## config.mk

```make
export PLATFORM = sky130hd
export DESIGN_NAME = usage_meter
export DESIGN_NICKNAME = d
export VERILOG_FILES = /design/src/rtl/usage_pkg.sv /design/src/rtl/usage_prescaler.sv /design/src/rtl/usage_nvstore.sv /design/src/rtl/usage_spi_slave.sv /design/src/rtl/usage_meter.sv
export SDC_FILE = /design/constraint.sdc
export NUM_CORES = 1
export LEC_CHECK = 0
export BUFFER_PORTS_ARGS = -buffer_cell sky130_fd_sc_hd__buf_2
export CORE_MARGIN = 2
export CORE_UTILIZATION = 64
export DETAILED_ROUTE_END_ITERATION = 16
export PLACE_DENSITY = 0.84
export SYNTH_ARGS = -nofsm -noshare
export SYNTH_HDL_FRONTEND = slang
export SYNTH_HIERARCHICAL = 1
export SYNTH_SLANG_ARGS = --single-unit
```

## constraint.sdc

```tcl
create_clock -name clk -period 4.9 [get_ports clk]
set_clock_uncertainty 0.05 [all_clocks]
set_input_delay 0.245 -clock clk [delete_from_list [all_inputs] [get_ports clk]]
set_output_delay 0.245 -clock clk [all_outputs]
set_load 0.1 [all_outputs]
```

## src/rtl/usage_pkg.sv

```systemverilog
package usage_pkg;
  localparam int OP_W = 8;
  localparam logic [OP_W-1:0] OP_RD_IDENT = 8'h01;
  localparam logic [OP_W-1:0] OP_RD_USAGE = 8'h02;
endpackage

```

## src/rtl/usage_prescaler.sv

```systemverilog
module usage_prescaler #(
  parameter int PRESC_W = 16
) (
  input  logic clk,
  input  logic rst,
  output logic tick
);
  logic [PRESC_W-1:0] div_q;

  // tick is a one-cycle pulse issued when the divider wraps
  always_ff @(posedge clk) begin
    if (rst) begin
      div_q <= '0;
      tick  <= 1'b0;
    end else begin
      div_q <= div_q + 1'b1;
      tick  <= &div_q;
    end
  end
endmodule

```

## src/rtl/usage_nvstore.sv

```systemverilog
module usage_nvstore #(
  parameter int COUNT_W = 48,
  parameter int SERIAL_W = 32,
  parameter logic [SERIAL_W-1:0] SERIAL_ID = 32'hA5C3_1E97,
  parameter int WR_LAT = 4
) (
  input  logic                clk,
  input  logic                inc_tick,
  input  logic                inc_poll,
  output logic [COUNT_W-1:0]  count_o,
  output logic [SERIAL_W-1:0] serial_o
);
  localparam int TW = $clog2(WR_LAT + 1);

  // Nonvolatile model: no reset input reaches any of this state.
  logic [COUNT_W-1:0] cell_q = '0;
  logic [COUNT_W-1:0] pend_q = '0;
  logic [COUNT_W-1:0] wr_data_q = '0;
  logic               wr_busy_q = 1'b0;
  logic [TW-1:0]      wr_left_q = '0;

  function automatic logic [COUNT_W-1:0] sat_add(input logic [COUNT_W-1:0] a,
                                                 input logic [COUNT_W-1:0] b);
    logic [COUNT_W:0] s;
    s = {1'b0, a} + {1'b0, b};
    return s[COUNT_W] ? {COUNT_W{1'b1}} : s[COUNT_W-1:0];
  endfunction

  logic [COUNT_W-1:0] inc_now;
  logic               wr_start;

  assign inc_now  = COUNT_W'(inc_tick) + COUNT_W'(inc_poll);
  assign wr_start = !wr_busy_q && (pend_q != '0);

  always_ff @(posedge clk) begin
    // pending increments gather here while a write is in flight
    pend_q <= wr_start ? inc_now : sat_add(pend_q, inc_now);
    if (wr_start) begin
      wr_data_q <= sat_add(cell_q, pend_q);
      wr_busy_q <= 1'b1;
      wr_left_q <= TW'(WR_LAT);
    end else if (wr_busy_q) begin
      if (wr_left_q == TW'(1)) begin
        cell_q    <= wr_data_q;
        wr_busy_q <= 1'b0;
      end
      wr_left_q <= wr_left_q - 1'b1;
    end
  end

  assign count_o  = cell_q;
  assign serial_o = SERIAL_ID;
endmodule

```

## src/rtl/usage_spi_slave.sv

```systemverilog
module usage_spi_slave
  import usage_pkg::*;
#(
  parameter int SERIAL_W = 32,
  parameter int COUNT_W = 48
) (
  input  logic                clk,
  input  logic                rst,
  input  logic                sclk,
  input  logic                cs_n,
  input  logic                mosi,
  input  logic [SERIAL_W-1:0] serial_i,
  input  logic [COUNT_W-1:0]  count_i,
  output logic                miso,
  output logic                poll_o
);
  localparam int DATA_W = (SERIAL_W > COUNT_W) ? SERIAL_W : COUNT_W;
  localparam int BIT_W  = $clog2(OP_W);

  logic [2:0] sclk_s;
  logic [1:0] cs_s;
  logic [1:0] mosi_s;

  always_ff @(posedge clk) begin
    if (rst) begin
      sclk_s <= '0;
      cs_s   <= '1;
      mosi_s <= '0;
    end else begin
      sclk_s <= {sclk_s[1:0], sclk};
      cs_s   <= {cs_s[0], cs_n};
      mosi_s <= {mosi_s[0], mosi};
    end
  end

  logic sclk_rise, sclk_fall, selected;
  assign sclk_rise = sclk_s[1] & ~sclk_s[2];
  assign sclk_fall = ~sclk_s[1] & sclk_s[2];
  assign selected  = ~cs_s[1];

  logic [OP_W-2:0]   op_sr;
  logic [OP_W-1:0]   op_word;
  logic [BIT_W-1:0]  bit_cnt;
  logic              op_done;
  logic [DATA_W-1:0] data_sr;

  assign op_word = {op_sr, mosi_s[1]};

  always_ff @(posedge clk) begin
    if (rst) begin
      op_sr   <= '0;
      bit_cnt <= '0;
      op_done <= 1'b0;
      data_sr <= '0;
      miso    <= 1'b0;
      poll_o  <= 1'b0;
    end else begin
      poll_o <= 1'b0;
      if (!selected) begin
        bit_cnt <= '0;
        op_done <= 1'b0;
        miso    <= 1'b0;
      end else if (!op_done) begin
        if (sclk_rise) begin
          op_sr   <= op_word[OP_W-2:0];
          bit_cnt <= bit_cnt + 1'b1;
          if (bit_cnt == BIT_W'(OP_W - 1)) begin
            op_done <= 1'b1;
            // the reply is captured here and held for the whole frame
            case (op_word)
              OP_RD_IDENT: begin
                data_sr <= DATA_W'(serial_i) << (DATA_W - SERIAL_W);
                poll_o  <= 1'b1;
              end
              OP_RD_USAGE: data_sr <= DATA_W'(count_i) << (DATA_W - COUNT_W);
              default:     data_sr <= '0;
            endcase
          end
        end
      end else if (sclk_fall) begin
        miso    <= data_sr[DATA_W-1];
        data_sr <= data_sr << 1;
      end
    end
  end
endmodule

```

## src/rtl/usage_meter.sv

```systemverilog
module usage_meter #(
  parameter int PRESC_W = 16,
  parameter int COUNT_W = 48,
  parameter int SERIAL_W = 32,
  parameter logic [SERIAL_W-1:0] SERIAL_ID = 32'hA5C3_1E97,
  parameter int WR_LAT = 4
) (
  input  logic clk,
  input  logic rst,
  input  logic spi_sclk,
  input  logic spi_cs_n,
  input  logic spi_mosi,
  output logic spi_miso
);
  logic                presc_tick;
  logic                poll_pulse;
  logic [COUNT_W-1:0]  nv_count;
  logic [SERIAL_W-1:0] nv_serial;

  usage_prescaler #(.PRESC_W(PRESC_W)) u_presc (
    .clk (clk),
    .rst (rst),
    .tick(presc_tick)
  );

  usage_nvstore #(
    .COUNT_W  (COUNT_W),
    .SERIAL_W (SERIAL_W),
    .SERIAL_ID(SERIAL_ID),
    .WR_LAT   (WR_LAT)
  ) u_store (
    .clk     (clk),
    .inc_tick(presc_tick),
    .inc_poll(poll_pulse),
    .count_o (nv_count),
    .serial_o(nv_serial)
  );

  usage_spi_slave #(.SERIAL_W(SERIAL_W), .COUNT_W(COUNT_W)) u_spi (
    .clk     (clk),
    .rst     (rst),
    .sclk    (spi_sclk),
    .cs_n    (spi_cs_n),
    .mosi    (spi_mosi),
    .serial_i(nv_serial),
    .count_i (nv_count),
    .miso    (spi_miso),
    .poll_o  (poll_pulse)
  );
endmodule

```

==> results of run 1 <==
## worst paths after layout
check	to	slack, ns	cells past startpoint
hold reg to reg	u_store/count_o[9]$_DFFE_PP_	0.37	0
setup / recovery	u_store/wr_data_q[22]$_SDFFCE_PP1P_	0.83	11
hold / removal	u_presc/div_q[0]$_SDFF_PP0_	0.35	3
setup reg to reg	u_store/wr_data_q[22]$_SDFFCE_PP1P_	0.83	11
## cell type report
class	count	area share, %
flip-flops and latches	233	41.52
multi-input cells	1008	47.81
clock buffers	32	5.114
inverters	36	0.9970
well taps	265	2.446
clock inverters	16	1.043
repair buffers	20	1.071
## stage by stage
step	area (um2)	std cells	setup slack [ns]	hold WS [ns]	util (%)
floorplan	12770	1382	1.804	0.2988	-
CTS	13550	1610	0.9080	0.3448	69.64
global route	13550	1610	0.6745	0.3692	69.64
detailed placement	12690	1559	0.9209	0.3545	65.19
global placement	12690	1559	1.064	0.3487	65.19
finish	13550	1610	0.8290	0.3474	69.64
## state kept, by name, indices dropped and copies added (netlist names), 7 cells and up
register	count
u_store/pend_q	48
u_spi/op_sr	7
u_presc/div_q	16
u_store/wr_data_q	48
u_store/count_o	48
u_spi/data_sr	48
## cell usage in the layout (no fill, tap or decap), types with 24 or more instances in the layout
cell,synthesis,final
inv_1,36,36
nand2_1,132,132
dfxtp_1,137,136
ha_1,56,56
conb_1,2,32
o21ai_0,41,41
nand3b_1,26,26
a21oi_1,134,133
xor2_1,35,35
nand4_1,26,26
a311oi_1,24,24
nor2_1,116,114
xnor2_1,37,37
nand3_1,32,32
nor3_1,51,51
clkbuf_16,0,26
edfxtp_1,96,96
## report_power, final
group / leakage, nW / total, mW / switching, mW / internal [mW]
combinational: 2.76 / 0.585 / 0.395 / 0.191
sequential: 1.98 / 2.38 / 0.127 / 2.25
clock: 0.412 / 1.91 / 0.798 / 1.11
total: 5.15 / 4.87 / 1.32 / 3.55
## cells by family after synthesis
family	Yosys count	share of synthesized area [%]
adders and majority gates	58	5.853
muxes	22	1.770
buffers and inverters	141	5.438
other	2	0.05935
AOI/OAI and AO/OA	330	17.17
xor gates and xnor gates	72	4.983
DFF	233	44.45
and+or+nand+nor	494	20.27
## layer usage
layer	share of wire, %	up-vias	wire length, um	track usage, %
li1	-	4868	-	-
met1	44	4964	13140	41.00
met2	45	457	13570	45.12
met3	9.1	73	2750	5.828
met4	2.3	0	707	7.716
met5	0	-	0	0
## worst max-delay path, stage by stage, from the launching register on
cell and delay [ns]:
edfxtp_1 0.40, ha_1 0.25, fa_1 0.43, a21o_1 0.20, nand4_1 0.16, a32oi_1 0.19, a211oi_1 0.63, o211ai_1 0.22
and4_1 0.48, nor2_4 0.16, buf_4 0.43, o21ai_0 0.19
## synthesized netlist by cell type (all sizes together), types with 29 or more instances
| library cell | count | area [um2] |
|---|---|---|
| nand2 | 132 | 495.5 |
| nor3 | 51 | 255.2 |
| nand4 | 29 | 217.7 |
| xnor2 | 37 | 324.1 |
| a21oi | 136 | 688.2 |
| nor2 | 117 | 446.7 |
| edfxtp | 96 | 2883 |
| buf | 52 | 351.6 |
| ha | 56 | 700.7 |
| xor2 | 35 | 306.5 |
| nand3 | 32 | 160.2 |
| inv | 36 | 135.1 |
| dfxtp | 137 | 2743 |
| o21ai | 44 | 224.0 |
| clkbuf | 53 | 201.4 |
==> run_results.csv, run 1 <==
group,metric,value,unit
die,die_area,20910,um2
timing,finalHoldViolCount,0,
clocking,cts.repair.resized,0,
global_routing,grt_pass1_wl,48.02,mm
cells_and_area,syn2layout_area_growth,7.099,%
critical_path,startpoint,"u_store/count_o[0]$_DFFE_PP_",
die,start_util,65.02,%
routing,postRouteAntennaNets,0,
timing,worst_pin_slew,1.173,ns
global_routing,gr-usage-all-layers,28.84,%
global_routing,antenna_found_initial,0,
logic_synthesis,yosysWarnings,6,
critical_path,crit_path_max_fanout,37,
critical_path,cp.arrival,4.28,ns
routing,wl_per_cell,18.74,um
clocking,cts.sinks,233,
power_and_ir_drop,p_per_area,359.5,nW/um2
hold_path,hp-class,"in2reg",
timing,rsz0062_at_grt,"false",
die,fp-row-count,51,
power_and_ir_drop,peakVddDrop,0.2324,mV
cells_and_area,num-fill-cells,1435,
clocking,clockBufferDepth,3,
clocking,cts-root-buf,"clkbuf_16",
global_routing,grt_pass1_vias,9411,
routing,first_pass_iters,6,
timing,fmax,245.6,MHz
routing,initialDrtViolationCount,1073,
die,num_io_pins,6,
logic_synthesis,avgSynthCellArea,9.360,um2
critical_path,r2r-start,"u_store/count_o[0]$_DFFE_PP_",
timing,period_needed,4.071,ns
hold_path,worstHoldStart,"rst",
clocking,cts_made_buffers,26,
die,die_w,144.6,um
die,die_h,144.6,um
timing,slew_headroom,21.83,%
run_status,outcome,"finished clean",
timing,setup_viol,0,
cells_and_area,drive_gt1_share,6.691,%
clocking,clock_latency,0.54,ns
place,hpwl,20.13,mm
clocking,cts_htree_levels,1,
logic_synthesis,synth_ff_type,"dfxtp_1",
routing,totalWireLength,30.17,mm
clocking,holdBufCountCts,3,
critical_path,required,5.11,ns
critical_path,start_kind,"flip-flop",
global_routing,grt_max_degree,99,
power_and_ir_drop,power.total,4.873,mW
cells_and_area,regArea,5627,um2
place,gp_congestion,0.9646,
clocking,cts_tree,"built",
logic_synthesis,synth_edf_count,96,
critical_path,worstSetupEndpointType,"flip-flop",
clocking,post-cts-setup-buffer-count,0,
timing,tns,0,ns
logic_synthesis,yosysSeqAreaShare,44.45,%
place,io_buffer_count,5,
cells_and_area,num_antenna_cells,0,
timing,slew_viol_final,0,
routing,drc,0,
clocking,path_clk_slew,0.07,ns
cells_and_area,fin_nets,1388,
logic_synthesis,synth.distinct_cells,82,
logic_synthesis,synth-seq-cells,233,
job,cap_violations,0,
power_and_ir_drop,p_leak,5.152,nW
critical_path,path_class,"reg2reg",
cells_and_area,multiInputGateArea,6480,um2
global_routing,grt_overflow,0,
routing,via_per_inst,6.436,
logic_synthesis,async_reset_ff_share,0,%
timing,period_share,83.08,%
logic_synthesis,synthesis.area,12650,um2
logic_synthesis,netlist_instances,1352,
die,core,19460,um2
routing,vias,10362,
(Power assumes the default switching activity.)
==> run 2: changes to the inputs <==
--- a/config.mk
+++ b/config.mk
@@ -5,11 +5,12 @@
 export SDC_FILE = /design/constraint.sdc
 export NUM_CORES = 1
 export LEC_CHECK = 0
+export ABC_AREA = 1
 export BUFFER_PORTS_ARGS = -buffer_cell sky130_fd_sc_hd__buf_2
 export CORE_MARGIN = 2
-export CORE_UTILIZATION = 64
+export CORE_UTILIZATION = 59
 export DETAILED_ROUTE_END_ITERATION = 16
-export PLACE_DENSITY = 0.84
+export PLACE_DENSITY = 0.82
 export SYNTH_ARGS = -nofsm -noshare
 export SYNTH_HDL_FRONTEND = slang
 export SYNTH_HIERARCHICAL = 1
==> constraint.sdc (replaced) <==
create_clock -name clk -period 3.72 [get_ports clk]
set_clock_uncertainty 0.05 [all_clocks]
set_input_delay 0.186 -clock clk [delete_from_list [all_inputs] [get_ports clk]]
set_output_delay 0.186 -clock clk [all_outputs]
set_load 0.1 [all_outputs]
==> run_results.csv, run 2 <==
group,metric,value,unit
logic_synthesis,synth-seq-cells,233,
logic_synthesis,ys_top_cells_by_count,"nand2_1, inv_1, nor2_1",
timing,fmax,356.8,MHz
power_and_ir_drop,intPower,4.163,mW
power_and_ir_drop,p_leak,7.918,nW
logic_synthesis,synth_edf_count,96,
die,core,25840,um2
routing,postRouteAntennaNets,0,
logic_synthesis,synth_xor_area_share,2.394,%
clocking,clockBufferDepth,3,
logic_synthesis,synth_compound_area_share,6.872,%
cells_and_area,syn2layout_area_growth,6.261,%
power_and_ir_drop,swShare,21.31,%
routing,wl_met2,18.93,mm
logic_synthesis,yosysSeqAreaShare,36.61,%
routing,via_per_inst,5.402,
critical_path,endpoint,"u_store/wr_data_q[2]$_SDFFCE_PP1P_",
cells_and_area,fin_nets,2362,
logic_synthesis,synthAdderAreaFrac,4.820,%
timing,setup_viol,0,
power_and_ir_drop,clockPowerShare,48.5,%
routing,vias,14338,
logic_synthesis,synth.distinct_cells,45,
clocking,cts-root-buf,"clkbuf_16",
timing,tns,0,ns
critical_path,cp.arrival,3.03,ns
global_routing,gr-usage-all-layers,30.95,%
routing,wl_met1,18.27,mm
clocking,cts_made_buffers,26,
critical_path,r2r-start,"u_store/count_o[0]$_DFFE_PP_",
clocking,cts_htree_levels,1,
timing,hold_ws,0.3179,ns
critical_path,rr_endpoint,"u_store/wr_data_q[2]$_SDFFCE_PP1P_",
logic_synthesis,synthesis.area,15370,um2
power_and_ir_drop,p_per_area,324.0,nW/um2
clocking,cts.repair.resized,0,
critical_path,start_kind,"flip-flop",
power_and_ir_drop,switchingPower,1.127,mW
logic_synthesis,yosysWarnings,6,
routing,wl_per_cell,16.01,um
place,gp_congestion,1.002,
logic_synthesis,synth.mux.area_fraction,0,%
timing,finalHoldViolCount,0,
critical_path,required,3.94,ns
logic_synthesis,synth_ff_type,"dfxtp_1",
timing,worst_pin_slew,0.8277,ns
routing,wl_met3,3.706,mm
run_status,outcome,"finished clean",
routing,initialDrtViolationCount,1270,
clocking,holdBufCountCts,4,
die,die_w,165.4,um
routing,drc,0,
logic_synthesis,netlist_instances,2301,
critical_path,crit_path_max_fanout,26,
power_and_ir_drop,power_frac_comb,1.4,%
clocking,cts.sinks,233,
critical_path,reg2reg_slack,0.92,ns
die,fp-row-count,59,
timing,period_share,75.34,%
routing,totalWireLength,42.48,mm
clocking,cts_tree,"built",
place,hpwl,32.13,mm
timing,rsz0062_at_grt,"false",
place,io_buffer_count,5,
global_routing,grt_overflow,0,
routing,first_pass_iters,6,
die,die_area,27350,um2
clocking,path_clk_slew,0.06,ns
timing,slew_viol_final,0,
clocking,clock_latency,0.55,ns
timing,period_needed,2.803,ns
clocking,post-cts-setup-buffer-count,0,
logic_synthesis,synth_top_family_by_area,"simple AND/OR/NAND/NOR gates",
cells_and_area,num_antenna_cells,0,
global_routing,grt_pass1_vias,12993,
logic_synthesis,async_reset_ff_share,0,%
cells_and_area,final_cells,2654,
critical_path,worstSetupEndpointType,"flip-flop",
logic_synthesis,yosys.area_share.simple,35.37,%
hold_path,hp-class,"in2reg",
global_routing,grt_max_degree,54,
power_and_ir_drop,seqPwrFrac,50.1,%
critical_path,rr_worst_depth,11,
global_routing,grt_pass1_wl,65.55,mm
cells_and_area,drive_gt1_share,6.425,%
power_and_ir_drop,peakVddDrop,0.4356,mV
cells_and_area,layout_commonest_cell,"nand2_1",
die,die_h,165.4,um
logic_synthesis,synth_top_area_share,18.76,%
global_routing,antenna_found_initial,0,
logic_synthesis,synthTopCellsByArea,"edfxtp_1, nand2_1, dfxtp_1",
logic_synthesis,synth_top_cell_by_area,"edfxtp_1",
die,start_util,59.48,%
die,num_io_pins,6,
place,placed_cells,2602,
logic_synthesis,synth.most_common_cell,"nand2_1",
critical_path,path_class,"reg2reg",
routing,highest_layer,"met4",
critical_path,startpoint,"u_store/count_o[0]$_DFFE_PP_",
logic_synthesis,avgSynthCellArea,6.679,um2
job,cap_violations,0,
cells_and_area,layout_common_cells,"nand2_1, inv_1, nor2_1",
timing,slew_headroom,44.31,%
## run 2: cell count changes after synthesis, sizes merged, moves of 24 or more
| cell | delta |
|---|---|
| nor2 | +159 |
| nand3 | +127 |
| a21oi | -24 |
| nor3 | -29 |
| xnor2 | -31 |
| a311oi | -26 |
| nand3b | -25 |
| nand2 | +643 |
| clkbuf | -45 |
| inv | +373 |
## run 2: power by group through the flow
stage	Combinational, mW	Sequential (mW)	Clock, mW
4_1_cts	0.0726	2.65	2.59
2_1_floorplan	0.0815	2.70	0
6_report	0.0736	2.65	2.57
3_3_place_gp	0.0667	2.71	0
5_1_grt	0.0848	2.65	2.70
3_5_place_dp	0.0692	2.71	0
## run 2: worst max-delay path, cell delays in order, from the launching register on
cell and delay [ns]:
edfxtp_1 0.40, ha_1 0.28, fa_1 0.47, nand3_1 0.11
nand3_1 0.17, nand2_1 0.11, nand2_1 0.11, nand2_1 0.12
a21oi_2 0.08, nor2_4 0.11, buf_4 0.37, o21ai_0 0.16
## run 2: metrics by stage
stage / power, mW / setup slack (ns) / utilization, % / area, um2
global placement: 2.772 / 1.052 / 59.76 / 15440
floorplan: 2.786 / 0.8129 / - / 15480
detailed placement: 2.775 / 0.9188 / 59.76 / 15440
global route: 5.435 / 0.7610 / 63.20 / 16330
finish: 5.291 / 0.9175 / 63.20 / 16330
CTS: 5.317 / 0.9161 / 63.20 / 16330
## run 2: metal layers
| layer | GRT usage, % | vias up |
|---|---|---|
| met5 | 0 | - |
| met4 | 11.95 | 0 |
| met3 | 4.096 | 114 |
| met2 | 49.81 | 624 |
| met1 | 42.51 | 6529 |
| li1 | - | 7071 |
## run 2: cell type report
| cell class | count | area, um2 |
|---|---|---|
| multi-input combinational | 1609 | 7736 |
| timing repair buffer | 19 | 152.6 |
| clock inverter | 9 | 80.08 |
| clock buffer | 39 | 769.5 |
| inverter | 410 | 1546 |
| fill | 2358 | 9508 |
| sequential | 233 | 5625 |
| tap | 335 | 419.2 |
## run 2: cell families after synthesis
| logic type | count (synthesis) |
|---|---|
| compound gates | 192 |
| xor+xnor | 42 |
| fa+ha+maj | 58 |
| buf+inv | 489 |
| flops | 233 |
| other cells | 2 |
| simple gates | 1285 |
## run 2: worst min path at each step
stage,from,end,cells after the start
after floorplan,rst,u_presc/div_q[0]$_SDFF_PP0_,1
after global placement,spi_cs_n,u_spi/cs_s[0]$_SDFF_PP1_,2
after detailed placement,spi_cs_n,u_spi/cs_s[0]$_SDFF_PP1_,2
after CTS,spi_cs_n,u_spi/cs_s[0]$_SDFF_PP1_,3
after global routing,spi_cs_n,u_spi/cs_s[0]$_SDFF_PP1_,3
final,spi_cs_n,u_spi/cs_s[0]$_SDFF_PP1_,3
